`config.mk`:
```
export PLATFORM = sky130hd
export DESIGN_NAME = link_init_recovery
export DESIGN_NICKNAME = d
export VERILOG_FILES = /design/src/rtl/link_init_recovery.sv
export SDC_FILE = /design/constraint.sdc
export NUM_CORES = 1
export LEC_CHECK = 0
export BUFFER_PORTS_ARGS = -buffer_cell sky130_fd_sc_hd__clkbuf_2
export CORE_ASPECT_RATIO = 1.25
export CORE_UTILIZATION = 30
export DETAILED_ROUTE_END_ITERATION = 8
export GPL_TIMING_DRIVEN = 0
export PLACE_DENSITY = 0.51
export SYNTH_ARGS = -nofsm -noshare
export SYNTH_HDL_FRONTEND = slang
export SYNTH_SLANG_ARGS = --single-unit
```
`constraint.sdc`:
```
create_clock -name clk -period 2.5 [get_ports clk]
set_clock_uncertainty 0.1 [all_clocks]
set_input_delay 0.375 -clock clk [delete_from_list [all_inputs] [get_ports clk]]
set_output_delay 0.375 -clock clk [all_outputs]
set_load 0.005 [all_outputs]
```
`src/rtl/link_init_recovery.sv`:
```
module link_init_recovery #(
  parameter longint CLK_HZ    = 100_000_000,
  parameter int     TIME_DIV  = 1,
  parameter int     MAX_TRIES = 3,
  parameter int     LANES     = 4,
  parameter logic [2:0] WIDE_CODE = 3'b010
) (
  input  logic             clk,
  input  logic             rst_n,
  input  logic             start,
  input  logic             serdes_ready,
  input  logic             port_up,
  input  logic [2:0]       up_width,
  input  logic             cfg_wide,
  input  logic             out_err_stop,
  output logic             port_off,
  output logic             drop_out,
  output logic [LANES-1:0] lane_rx_rst_n,
  output logic             stat_clear,
  output logic             done,
  output logic             fail
);

  function automatic longint cyc(input longint ns);
    longint den, c;
    den = longint'(TIME_DIV) * 64'd1_000_000_000;
    c = (CLK_HZ * ns + den - 1) / den;
    return (c < 1) ? 64'd1 : c;
  endfunction

  localparam longint T_POLL   = cyc(64'd2_000_000);
  localparam longint T_QUIET  = cyc(64'd50_000);
  localparam longint T_LOW    = cyc(64'd100);
  localparam longint T_SET    = cyc(64'd300);
  localparam longint T_SETTLE = cyc(64'd24_000_000);
  localparam longint T_OES    = cyc(64'd1_000_000_000);
  localparam int CW = $clog2(T_OES + 1);
  localparam int TW = (MAX_TRIES > 1) ? $clog2(MAX_TRIES) : 1;

  typedef enum logic [3:0] {
    S_IDLE, S_POLL, S_OFF, S_DROP, S_QUIET, S_LOW, S_SET, S_CLR,
    S_KEEP, S_SETTLE, S_CHECK, S_OES, S_FINAL, S_DONE, S_FAIL
  } state_t;

  state_t         st;
  logic [CW-1:0]  cnt;
  logic [TW-1:0]  tries;
  logic           wide_q;
  logic           busy, good;
  logic [LANES-1:0] mask;

  assign busy = !(st inside {S_IDLE, S_DONE, S_FAIL});
  assign good = port_up && (!wide_q || up_width == WIDE_CODE);
  assign mask = wide_q ? '1 : LANES'(1);

  assign port_off      = st inside {S_OFF, S_DROP, S_QUIET, S_LOW, S_SET, S_CLR, S_KEEP};
  assign drop_out      = st inside {S_DROP, S_QUIET, S_LOW, S_SET, S_CLR};
  assign lane_rx_rst_n = (st == S_LOW) ? ~mask : '1;
  assign stat_clear    = (st == S_CLR) || (st == S_FINAL);
  assign done          = (st == S_DONE);
  assign fail          = (st == S_FAIL);

  always_ff @(posedge clk or negedge rst_n) begin
    if (!rst_n) begin
      st     <= S_IDLE;
      cnt    <= '0;
      tries  <= '0;
      wide_q <= 1'b0;
    end else begin
      if (cnt != '0) cnt <= cnt - 1'b1;
      case (st)
        S_IDLE, S_DONE, S_FAIL:
          if (start) begin
            wide_q <= cfg_wide;
            tries  <= '0;
            if (!serdes_ready) st <= S_FAIL;
            else begin
              st  <= S_POLL;
              cnt <= CW'(T_POLL - 1);
            end
          end
        S_POLL:
          if (port_up) begin
            if (good) begin
              st  <= S_OES;
              cnt <= CW'(T_OES - 1);
            end else st <= S_OFF;
          end else if (cnt == '0) st <= S_OFF;
        S_OFF:  st <= S_DROP;
        S_DROP: begin
          st  <= S_QUIET;
          cnt <= CW'(T_QUIET - 1);
        end
        S_QUIET:
          if (cnt == '0) begin
            st  <= S_LOW;
            cnt <= CW'(T_LOW - 1);
          end
        S_LOW:
          if (cnt == '0) begin
            st  <= S_SET;
            cnt <= CW'(T_SET - 1);
          end
        S_SET:  if (cnt == '0) st <= S_CLR;
        S_CLR:  st <= S_KEEP;
        S_KEEP: begin
          st  <= S_SETTLE;
          cnt <= CW'(T_SETTLE - 1);
        end
        S_SETTLE: if (cnt == '0) st <= S_CHECK;
        S_CHECK:
          if (good) begin
            st  <= S_OES;
            cnt <= CW'(T_OES - 1);
          end else if (tries == TW'(MAX_TRIES - 1)) st <= S_FAIL;
          else begin
            tries <= tries + 1'b1;
            st    <= S_OFF;
          end
        S_OES:
          if (!out_err_stop) st <= S_FINAL;
          else if (cnt == '0) st <= S_FAIL;
        S_FINAL: st <= S_DONE;
        default: st <= S_IDLE;
      endcase
    end
  end

  assert_cold_serdes_fails_R1: assert property (@(posedge clk) disable iff (!rst_n)
    (start && !busy && !serdes_ready) |=> fail)
    else $error("serdes not ready but no fail");

  assert_narrow_link_rejected_R4: assert property (@(posedge clk) disable iff (!rst_n)
    ((st == S_POLL || st == S_CHECK) && port_up && wide_q && up_width != WIDE_CODE)
      |=> (port_off || fail))
    else $error("trained-down 4x link accepted");

  assert_reset_only_when_quiet_R6: assert property (@(posedge clk) disable iff (!rst_n)
    (lane_rx_rst_n != '1) |-> (port_off && drop_out))
    else $error("receiver reset outside disabled window");

  assert_single_lane_reset_R7: assert property (@(posedge clk) disable iff (!rst_n)
    (!wide_q && lane_rx_rst_n != '1) |-> (lane_rx_rst_n[LANES-1:1] == '1))
    else $error("upper lanes reset in 1x mode");

  assert_clear_is_pulse_R8: assert property (@(posedge clk) disable iff (!rst_n)
    stat_clear |=> !stat_clear)
    else $error("status clear longer than one cycle");

  assert_discard_drops_first_R8: assert property (@(posedge clk) disable iff (!rst_n)
    $fell(drop_out) |-> port_off)
    else $error("port enabled before discard cleared");

  assert_done_fail_exclusive_R11: assert property (@(posedge clk) disable iff (!rst_n)
    !(done && fail))
    else $error("done and fail together");

  assert_done_holds_R11: assert property (@(posedge clk) disable iff (!rst_n)
    (done && !start) |=> done)
    else $error("done dropped without start");

  assert_fail_holds_R11: assert property (@(posedge clk) disable iff (!rst_n)
    (fail && !start) |=> fail)
    else $error("fail dropped without start");

endmodule

```
==> impl_metrics.tcl <==
set metrics [dict create \
    ant_nets 0 \
    wl_per_cell_um 17.23 \
    hold_class "in2async" \
    syn_nets 337 \
    syn_area_um2 2547 \
    diodes 0 \
    synth_top_area_share_pct 33.40 \
    crit_slowest_cell "or4_4" \
    internal_power_mw 2.008 \
    leakage_nw 1.244 \
    rsz0062_at_grt "true" \
    cp-end-kind "register" \
    startpoint_type "register" \
    cp.arrival_ps 2550 \
    portBuffers 17 \
    synth_cell_types 59 \
    grt_first_pass_wirelength_mm 12.80 \
    hold_slack_ps 104.1 \
    p_sw_mw 1.876 \
    clk_latency_ps 280 \
    synth_top_cells_by_area "dfrtp_1, a21oi_1, o21ai_0, nor2_1, nand2_1" \
    crit_fanout 7 \
    dpl-instance-area_um2 2754 \
    dpl.cell_count 438 \
    core_um2 8240 \
    cts_max_level 2 \
    crit_chain "or4_4 > or4_4 > nor3_4 > inv_2 > a21o_4 > o31ai_2 > o21ai_1" \
    power-per-cell-area_nw_per_um2 1255 \
    hpwlAfterDp_mm 5.779 \
    setup_viol 0 \
    slew_headroom_pct 39.49 \
    drv_slew 0 \
    reg2reg_slack_ps 5 \
    tightest_slew_ps 907.7 \
    fmax_mhz 400.8 \
    grt_antenna_before_repair 0 \
    hold_viol 0 \
    yosysWarnings 0 \
    die_x_um 84.42 \
    grt_pass1_vias 2584 \
    syn2layout_area_growth_pct 21.46 \
    cap_violations 0 \
    layout_min_cycle_time_ps 2495 \
    vias 2616 \
    first_iter_violations 215 \
    die_y_um 105.0 \
    fin_util_pct 37.55 \
    slowest_delay_ps 540 \
    dieArea_um2 8866 \
    synth_edf_count 0 \
    grt.overflow.total 0 \
    syn_area_per_cell_um2 7.862 \
    p_sw_share_pct 48.31 \
    instances_no_fill 458 \
    drc_errors 0 \
    start_util_pct 30.91 \
    track_usage_pct 18.31 \
    wirelength_mm 7.890 \
    synthFlopType "dfrtp_1" \
    rows 37 \
    clock_power_share_pct 10.5 \
    drt_first_pass_iters 4 \
    clk_pin_slew_ps 70 \
    drive_above_1_share_pct 22.44 \
    path_common_cell "or4_4" \
    synthMostInstantiatedCell "dfrtp_1" \
    grt_max_degree 35 \
    seqPwrFrac_pct 27.5 \
    tritoncts "yes" \
    cts_root_buffer "clkbuf_8" \
    detail_route.vias_per_cell 5.712 \
    io_pins 19 \
    ys_ff_latch 34 \
    crit_required_ps 2550 \
    max-clock-path-buffers 2 \
    status "finished clean" \
    fin_crit_sh_pct 99.80 \
    cts-buffers-inserted 5 \
    path_class "reg2reg" \
    synth_common_cells "dfrtp_1, nor2_1, a21oi_1" \
    gp_congestion 0.8745 \
    cts_sinks 34 \
    vdd_drop_max_v 0.0005619 \
    design_area_um2 3094 \
    power_frac_comb_pct 62.0 \
    synthArstFlopShare_pct 100.0 \
    p_total_mw 3.884 \
    synthCells 324 \
    nets 375 \
    ys_seq_area_share_pct 33.40 \
    synth_top_area_cell "dfrtp_1" \
]
## sequential cells by signal (all words and copies together) (netlist names)
register and count:
wide_q 1, cnt 27, st 4, tries 2
## per-stage QoR
step / TNS [ps] / setup WS (ps)
floorplan: 0 / 54.78
global placement: -12580 / -536.7
detailed placement: -13320 / -565.5
CTS: 0 / 0.3351
global route: -132.8 / -55.75
finish: 0 / 5.039
## metal layers
layer	up-vias	GRT usage, %	wire (um)
li1	1283	-	-
met1	1259	21.37	3385
met2	61	33.14	4110
met3	13	3.081	219
met4	0	7.143	175
met5	-	0	0
## power groups by stage
| stage | clock network (mW) | logic [mW] | registers (mW) |
|---|---|---|---|
| final | 0.409 | 2.41 | 1.07 |
| after global routing | 0.442 | 2.66 | 1.11 |
| after CTS | 0.421 | 2.19 | 1.06 |
| after detailed placement | 0 | 2.07 | 1.07 |
| after global placement | 0 | 2.06 | 1.06 |
| after floorplan | 0 | 1.54 | 1.00 |
## area by class of cell
class                           instances  area, um^2
Buffer                                 20       121.4
Clock buffer                            6       82.58
Fill cell                             885        5146
Inverter                                6       22.52
Multi-Input combinational cell        264        1705
Sequential cell                        34       850.8
Tap cell                               97       121.4
Timing Repair Buffer                   31       190.2
## repair_timing
| item | CTS | global route |
|---|---|---|
| hold buffers | 0 | 0 |
| resized for setup | 20 | 25 |
| endpoints found under the setup margin | 37 | 34 |
| cloned | 0 | 0 |
| pin swaps | 3 | 3 |
| hold endpoints to repair | 0 | 0 |
| setup buffers | 6 | 8 |
## worst max-delay path, delay by kind of cell (launching register included)
kind	cells	cell delay, ps
DFF	1	390
and+or+nand+nor	3	1170
AOI/OAI and AO/OA	3	600
buffers and inverters	1	110
## final timing paths
check,start,cells after the start,to
max,cnt[22]$_DFF_PN0_,7,st[3]$_DFFE_PN0P_
max in group asynchronous,rst_n,1,cnt[18]$_DFF_PN0_
max reg2reg,cnt[22]$_DFF_PN0_,7,st[3]$_DFFE_PN0P_
min,rst_n,1,cnt[24]$_DFF_PN0_
min in group clk,cfg_wide,2,wide_q$_DFFE_PN0P_
min reg2reg,tries[1]$_DFFE_PN0P_,1,tries[1]$_DFFE_PN0P_
## cell usage in the layout, fill, tap and decap left out, types with 7 or more instances in the layout
master,count
dfrtp_1,34
nor2_1,32
a21oi_1,26
o21ai_0,26
clkbuf_2,24
nand2_1,23
buf_4,18
nand3_1,14
nor3_1,11
nand2b_1,10
xnor2_1,10
nor4_1,7
## cells by family (layout without fill, tap and decap cells)
kind of cell | after synthesis | count (layout) | synth area share [%]
AO/OA/AOI/OAI | 104 | 104 | 25.44
XOR/XNOR | 14 | 14 | 4.813
adder cells (fa/ha/maj) | 3 | 3 | 1.474
buffers and inverters | 26 | 63 | 4.371
flip-flops | 34 | 34 | 33.40
multiplexers | 4 | 4 | 1.670
AND/OR/NAND/NOR | 139 | 139 | 28.83
(Power assumes the default switching activity.)
